==> src/rtl/bsl_pkg.sv <==
package bsl_pkg;
  typedef enum logic [1:0] {
    MODE_WRITE = 2'd0,
    MODE_HOLD  = 2'd1,
    MODE_DEMUX = 2'd2,
    MODE_CLEAR = 2'd3
  } bsl_mode_e;

  function automatic bsl_mode_e decode_mode(input logic wr_n, input logic clr_n);
    case ({wr_n, clr_n})
      2'b01:   return MODE_WRITE;
      2'b11:   return MODE_HOLD;
      2'b00:   return MODE_DEMUX;
      default: return MODE_CLEAR;
    endcase
  endfunction
endpackage

==> src/rtl/bsl_rst_sync.sv <==
module bsl_rst_sync #(
  parameter int STAGES = 2
) (
  input  logic clk,
  input  logic rst_n,
  output logic rst_sync_n
);
  logic [STAGES-1:0] chain_q;

  always_ff @(posedge clk or negedge rst_n) begin
    if (!rst_n) chain_q <= '0;
    else        chain_q <= {chain_q[STAGES-2:0], 1'b1};
  end

  assign rst_sync_n = chain_q[STAGES-1];
endmodule

==> src/rtl/bsl_sampler.sv <==
module bsl_sampler #(
  parameter int ADDR_W = 3
) (
  input  logic              clk,
  input  logic              rst_n,
  input  logic              din,
  input  logic [ADDR_W-1:0] sel,
  input  logic              wr_n,
  output logic              din_q,
  output logic [ADDR_W-1:0] sel_q,
  output logic              wr_n_q,
  output logic              commit,
  output logic              sel_chg
);
  logic              din_nx;
  logic [ADDR_W-1:0] sel_nx;
  logic              wr_n_nx;

  always_comb begin
    din_nx  = din;
    sel_nx  = sel;
    wr_n_nx = wr_n;
  end

  always_ff @(posedge clk or negedge rst_n) begin
    if (!rst_n) begin
      din_q  <= 1'b0;
      sel_q  <= '0;
      wr_n_q <= 1'b1;
    end else begin
      din_q  <= din_nx;
      sel_q  <= sel_nx;
      wr_n_q <= wr_n_nx;
    end
  end

  assign commit  = wr_n & ~wr_n_q;
  assign sel_chg = ~wr_n & ~wr_n_q & (sel != sel_q);
endmodule

==> src/rtl/bsl_store.sv <==
module bsl_store #(
  parameter int ADDR_W = 3,
  localparam int NBITS = 1 << ADDR_W
) (
  input  logic              clk,
  input  logic              rst_n,
  input  logic              clr_n,
  input  logic              commit,
  input  logic              din_q,
  input  logic [ADDR_W-1:0] sel_q,
  output logic [NBITS-1:0]  store_q
);
  logic [NBITS-1:0] store_nx;
  logic             store_en;

  assign store_en = ~clr_n | commit;

  always_comb begin
    store_nx = store_q;
    if (!clr_n)      store_nx = '0;
    else if (commit) store_nx[sel_q] = din_q;
  end

  always_ff @(posedge clk or negedge rst_n) begin
    if (!rst_n)        store_q <= '0;
    else if (store_en) store_q <= store_nx;
  end
endmodule

==> src/rtl/bsl_outmux.sv <==
module bsl_outmux
  import bsl_pkg::*;
#(
  parameter int ADDR_W = 3,
  localparam int NBITS = 1 << ADDR_W
) (
  input  bsl_mode_e         mode,
  input  logic              din,
  input  logic [ADDR_W-1:0] sel,
  input  logic              commit,
  input  logic              din_q,
  input  logic [ADDR_W-1:0] sel_q,
  input  logic [NBITS-1:0]  store_q,
  output logic [NBITS-1:0]  q
);
  for (genvar k = 0; k < NBITS; k++) begin : g_bit
    logic sel_hit;
    logic pend_hit;
    assign sel_hit  = (sel == ADDR_W'(k));
    assign pend_hit = commit & (sel_q == ADDR_W'(k));

    always_comb begin
      case (mode)
        MODE_WRITE: q[k] = sel_hit ? din : store_q[k];
        MODE_DEMUX: q[k] = sel_hit & din;
        MODE_HOLD:  q[k] = pend_hit ? din_q : store_q[k];
        default:    q[k] = 1'b0;
      endcase
    end
  end
endmodule

==> src/rtl/bsl_addr_latch.sv <==
module bsl_addr_latch
  import bsl_pkg::*;
#(
  parameter int ADDR_W = 3,
  localparam int NBITS = 1 << ADDR_W
) (
  input  logic              clk,
  input  logic              rst_n,
  input  logic              din,
  input  logic [ADDR_W-1:0] sel,
  input  logic              wr_n,
  input  logic              clr_n,
  output logic [NBITS-1:0]  q,
  output logic              sel_chg_err
);
  logic              rst_sync_n;
  logic              din_q;
  logic [ADDR_W-1:0] sel_q;
  logic              wr_n_q;
  logic              commit;
  logic [NBITS-1:0]  store_q;
  bsl_mode_e         mode;

  assign mode = decode_mode(wr_n, clr_n);

  bsl_rst_sync #(.STAGES(2)) u_rst (
    .clk(clk), .rst_n(rst_n), .rst_sync_n(rst_sync_n)
  );

  bsl_sampler #(.ADDR_W(ADDR_W)) u_smp (
    .clk(clk), .rst_n(rst_sync_n), .din(din), .sel(sel), .wr_n(wr_n),
    .din_q(din_q), .sel_q(sel_q), .wr_n_q(wr_n_q), .commit(commit),
    .sel_chg(sel_chg_err)
  );

  bsl_store #(.ADDR_W(ADDR_W)) u_store (
    .clk(clk), .rst_n(rst_sync_n), .clr_n(clr_n), .commit(commit),
    .din_q(din_q), .sel_q(sel_q), .store_q(store_q)
  );

  bsl_outmux #(.ADDR_W(ADDR_W)) u_mux (
    .mode(mode), .din(din), .sel(sel), .commit(commit), .din_q(din_q),
    .sel_q(sel_q), .store_q(store_q), .q(q)
  );
endmodule

==> config.mk <==
export PLATFORM = sky130hd
export DESIGN_NAME = bsl_addr_latch
export DESIGN_NICKNAME = d
export VERILOG_FILES = /design/src/rtl/bsl_pkg.sv /design/src/rtl/bsl_rst_sync.sv /design/src/rtl/bsl_sampler.sv /design/src/rtl/bsl_store.sv /design/src/rtl/bsl_outmux.sv /design/src/rtl/bsl_addr_latch.sv
export SDC_FILE = /design/constraint.sdc
export NUM_CORES = 1
export LEC_CHECK = 0
export ABC_AREA = 1
export BUFFER_PORTS_ARGS = -buffer_cell sky130_fd_sc_hd__buf_2
export CAP_MARGIN = 20
export CORE_MARGIN = 2
export CORE_UTILIZATION = 45
export CTS_BUF_LIST = sky130_fd_sc_hd__clkbuf_8 sky130_fd_sc_hd__clkbuf_16
export CTS_CLUSTER_SIZE = 14
export DETAILED_ROUTE_END_ITERATION = 10
export PLACE_DENSITY = 0.66
export SYNTH_ARGS = -nofsm -noshare
export SYNTH_HDL_FRONTEND = slang
export SYNTH_SLANG_ARGS = --single-unit
==> constraint.sdc <==
create_clock -name clk -period 2.7 [get_ports clk]
set_input_delay 0.54 -clock clk [delete_from_list [all_inputs] [get_ports clk]]
set_output_delay 0.54 -clock clk [all_outputs]
set_load 0.03 [all_outputs]
==> After elaboration in Yosys (flattened, before gate mapping) <==
Cells that the tools add are included.
{ "classes": {"n_reduce_logical": 6, "n_mux": 30, "bitwise": 23, "n_lt_le_gt_ge": 2, "eq_ne": 20} }
{ "op_table": {"columns": ["op", "n"], "rows": [
  ["$eq A3 B3 Y1 const B", 8],
  ["$pmux W1 S3", 8],
  ["$and A1 B1 Y1", 19],
  ["$mux W1", 17],
  ["$mux W8", 2],
  ["$eq A3 B2 Y1 const B", 4],
  ["$bwmux W8", 1],
  ["$eq A3 B1 Y1 const B", 2],
  ["$logic_not A3 Y1", 2],
  ["$pmux W2 S3", 1],
  ["$eq A2 B1 Y1 const B", 2],
  ["$eq A2 B2 Y1 const B", 2],
  ["$logic_not A2 Y1", 2],
  ["$lt A3 B4 Y1 const B", 1],
  ["$demux W1 S3", 1],
  ["$ge A3 B1 Y1 const B", 1],
  ["$ne A3 B3 Y1", 1],
  ["$not A1 Y1", 3],
  ["$ne A2 B1 Y1 const B", 1],
  ["$reduce_and A2 Y1", 1],
  ["$logic_and A1 B1 Y1", 1],
  ["$or A1 B1 Y1", 1]
]} }
{ "word_totals": {"inputBits": 8, "wordCells": 86, "reg_bits": 15, "out_inout_bits": 9} }

==> Logic depth before layout (Yosys ltp) <==
{ "logic_depth": {"ltp_word": 7, "depth_mapped": 7, "ltp_nobuf": 6} }

==> Hierarchy <==
From an unflattened synthesis, not the netlist that was laid out.
{ "hier_totals": {"hier_cells": 208, "area_unflattened_um2": 1201.2} }
{ "by_module_without_submodules": {"columns": ["mod", "instances", "area_per_inst_um2", "seq_area_each_um2", "cells_per_inst"], "rows": [
  ["bsl_outmux", 1, 471.7, 0.0, 109],
  ["bsl_store", 1, 461.7, 200.2, 68],
  ["bsl_sampler", 1, 206.4, 126.4, 26],
  ["bsl_rst_sync", 1, 53.8, 50.0, 3],
  ["bsl_addr_latch", 1, 7.5, 0.0, 2]
]} }

==> Worst setup path after synthesis <==
OpenSTA, ideal clock, no wires.
{ "synth_timing": {"path_kind": "input-to-output", "startpoint": "input port sel[1]", "endpoint": "output port q[5]", "path_stages": 6, "t_required_ns": 2.160, "n_path_buf": 1, "path_slack_ns": 0.855, "t_arrival_ns": 1.305, "path_cell_list": "buf_2 -> inv_1 -> nand3_1 -> o21ai_0 -> nand3_1 -> nand2_1"} }
{ "synth_between": {"elab_chain_cells": 3, "elab_cells_between_ends": 4, "cone_classes": "eq/ne (1); mux (2); bitwise (1)"} }
{ "synth_lines": {"columns": ["element", "line", "text"], "rows": [
  ["start, declared", "bsl_addr_latch.sv:10", "input logic [ADDR_W-1:0] sel,"],
  ["$eq A3 B3 Y1 *", "bsl_outmux.sv:19", "assign sel_hit = (sel == ADDR_W'(k));"],
  ["$and A1 B1 Y1 / $mux W1 (equally long branches)", "bsl_outmux.sv:25, bsl_outmux.sv:24", null],
  ["$pmux W1 S3 *", "bsl_outmux.sv:23", "case (mode)"],
  ["end, declared", "bsl_addr_latch.sv:13", "output logic [NBITS-1:0] q,"]
]} }
Mark *: on every way between the ends. The rest lies on a longest branch, timed or not.

==> Worst setup path after layout <==
{ "layout_timing": {"startpoint": "input port clr_n", "endpoint": "output port q[5]"} }
{ "layout_between": {"elab_chain_cells": 4, "elab_cells_between_ends": 8, "cone_classes": "eq/ne (4); mux (2); reduce/logical (2)"} }
{ "layout_lines": {"columns": ["element", "line", "text"], "rows": [
  ["start, declared", "bsl_addr_latch.sv:12", "input logic clr_n,"],
  ["$eq A2 B2 Y1 (tied with other cells)", "bsl_pkg.sv:10", "case ({wr_n, clr_n})"],
  ["$pmux W2 S3 *", "bsl_pkg.sv:10", null],
  ["$eq A2 B1 Y1 (tied with other cells)", "bsl_outmux.sv:23", null],
  ["$pmux W1 S3 *", "bsl_outmux.sv:23", null]
]} }
Marks and branches as above.

==> flow_summary.json <==
{
  "path_clk_slew_ns": 0.06,
  "synth_fa_ha_area_share_pct": 0,
  "synth_xor_area_share_pct": 2.52,
  "cpPeakStageDelay_ns": 0.35,
  "clk_path_buf_depth": 2,
  "dp_hpwl_microns": 1800,
  "antenna_found_initial": 0,
  "final-hold-violation-count": 0,
  "synth-async-reset-ratio_pct": 100,
  "cp.required_ns": 2.16,
  "layout_common_cells": "nand3_1 (33), nand2_1 (30), inv_1 (18), nor2_1 (16), buf_2 (16)",
  "worstMarginPinSlew_ns": 0.520,
  "syn_area_sq_um": 1040,
  "htree_levels": 1,
  "root_buffer": "clkbuf_8",
  "cts_tree": "yes",
  "path_cells": "buf_2, clkinv_1, nand2_1, nand3_1, nand2_1, buf_2",
  "cts_hold_buf": 0,
  "drc_errors": 0,
  "synth_seq_cells": 15,
  "io_pins": 17,
  "placed_cells": 189,
  "wl_per_cell_microns": 12.3,
  "fin_hold_ws_ns": 0.0683,
  "fin_worst_skew_ns": 0.00545,
  "synth_area_per_cell_sq_um": 6.91,
  "drtAntennaViolNets": 0,
  "areaGrowthSynthToFinish_pct": 10.4,
  "post-route-min-period_ns": 2.15,
  "post_cts_resized": 0,
  "synth_cell_type_count": 19,
  "dr_total_vias": 1056,
  "clk_latency_ns": 0.25,
  "start_util_pct": 47.2,
  "grt_pass1_wl_microns": 4120,
  "synthesis.nets": 159,
  "final_common_cell": "nand3_1",
  "min_path_type": "in -> async",
  "drive_gt1_share_pct": 18.2,
  "critPathCaptureType": "primary output",
  "cap_violations": 0,
  "drv_slew": 0,
  "vias_per_cell": 5.47,
  "cts_buffers": 3,
  "total_power_mw": 0.518,
  "first_iter_violations": 36,
  "fin_util_pct": 52.1,
  "crit_slowest_cell": "nand2_1",
  "rsz0062_at_grt": "false",
  "netlist_instances": 151,
  "synth_compound_gate_area_share_pct": 4.32,
  "synth_edf_count": 0,
  "start_kind": "input pin",
  "rows": 17,
  "r2r_setup_slack_ns": 1.51,
  "setup_viol": 0,
  "grt_max_degree": 14,
  "grtUsageTotal_pct": 20.8,
  "fillers": 244,
  "status": "finished clean",
  "cellPowerDensity_nw_per_um2": 450,
  "slew_headroom_pct": 65.3,
  "p_leak_nw": 0.578,
  "synth_mux_area_share_pct": 0,
  "drt_wl_total_microns": 2370,
  "path_class": "in -> out",
  "synth_top_flop_cell": "dfrtp_1",
  "synth_top_family_by_area": "simple AND/OR/NAND/NOR gates",
  "drt_pass1_iterations": 4,
  "finalNonFillerCells": 193,
  "place_congestion": 0.952,
  "max_freq_mhz": 466,
  "yosys.area_share.simple_pct": 45.0,
  "dieArea_sq_um": 2720,
  "synth_warnings": 0,
  "r2r_cells": 6,
  "r2r_end": "u_store.store_q[7]$_DFFE_PN0P_",
  "cp_max_fo": 9,
  "cts_setup_buffers": 0,
  "core_sq_um": 2210,
  "r2r-start": "u_smp.sel_q[0]$_DFF_PN0_",
  "tns_ns": 0,
  "diodes": 0,
  "portBuffers": 16,
  "ys_seq_area_share_pct": 36.1,
  "post-route-period-util_pct": 79.5,
  "cp.arrival_ns": 1.61,
  "grt_pass1_vias": 926,
  "overflow": 0,
  "cts_sinks": 15,
  "seq_area_sq_um": 377,
  "die_x_microns": 52.2,
  "nets": 174,
  "die_y_microns": 52.2,
  "ir_worst_vdd_mv": 0.291,
  "multiInputGateArea_sq_um": 544
}
logic make-up after synthesis:
kind of cell           Yosys count
flip-flops                      15
AO/OA/AOI/OAI                    9
AND/OR/NAND/NOR                 98
XOR/XNOR                         3
buffers and inverters           25
other                            1
cell usage after synthesis (2+ instances only):
| cell type | n | area [sq um] |
|---|---|---|
| xnor2_1 | 3 | 26.3 |
| o21ai_0 | 9 | 45.0 |
| nand4_1 | 10 | 62.6 |
| buf_2 | 3 | 15.0 |
| buf_6 | 2 | 22.5 |
| nand2_2 | 5 | 31.3 |
| nand3_2 | 2 | 20.0 |
| dfrtp_1 | 14 | 350 |
| inv_1 | 17 | 63.8 |
| nand3_1 | 33 | 165 |
| nor2_1 | 16 | 60.1 |
| nand2_1 | 30 | 113 |
per-layer routing:
| layer | wire length [microns] | GRT usage (%) | share of wire, % |
|---|---|---|---|
| met5 | 0 | 0 | 0 |
| met3 | 190 | 3.74 | 8.0 |
| met1 | 1070 | 29.3 | 45 |
| met2 | 1090 | 31.4 | 46 |
| met4 | 16 | 8.55 | 0.67 |
stage by stage:
| step | cell area, sq um | setup WS [ns] |
|---|---|---|
| after floorplan | 1040 | 0.855 |
| after global placement | 1110 | 0.625 |
| after detailed placement | 1110 | 0.564 |
| after CTS | 1150 | 0.566 |
| after global routing | 1150 | 0.430 |
| final | 1150 | 0.553 |
worst max path at each step:
stage / end / slack (ns) / startpoint / depth (start not counted)
floorplan: q[5] / 0.86 / sel[1] / 6
global placement: q[7] / 0.63 / clr_n / 6
detailed placement: q[4] / 0.56 / clr_n / 6
CTS: q[4] / 0.57 / clr_n / 6
global route: q[3] / 0.43 / clr_n / 6
finish: q[5] / 0.55 / clr_n / 6
power breakdown:
group          switching, mW  leakage [nW]  internal, mW
sequential            0.0111         0.191         0.233
combinational         0.0687         0.360        0.0275
clock                 0.0770        0.0269         0.101
total                  0.157         0.578         0.361
layout make-up:
type / count / share of cell area (%)
clock buffer: 3 / 3.58
clock inverter: 1 / 0.326
tap: 28 / 3.04
multi-input combinational: 111 / 47.2
inverter: 19 / 6.19
sequential: 15 / 32.7
timing repair buffer: 16 / 6.95
registers in the layout, summed over array words and instances (netlist names):
register / count
u_smp.sel_q: 3
u_store.store_q: 8
u_smp.wr_n_q: 1
u_rst.chain_q: 2
u_smp.din_q: 1
critical path, delay by kind of cell:
kind                   cells  cell delay, ns
buffers and inverters      3            0.52
AND/OR/NAND/NOR            3            0.55
(Power assumes the default switching activity.)
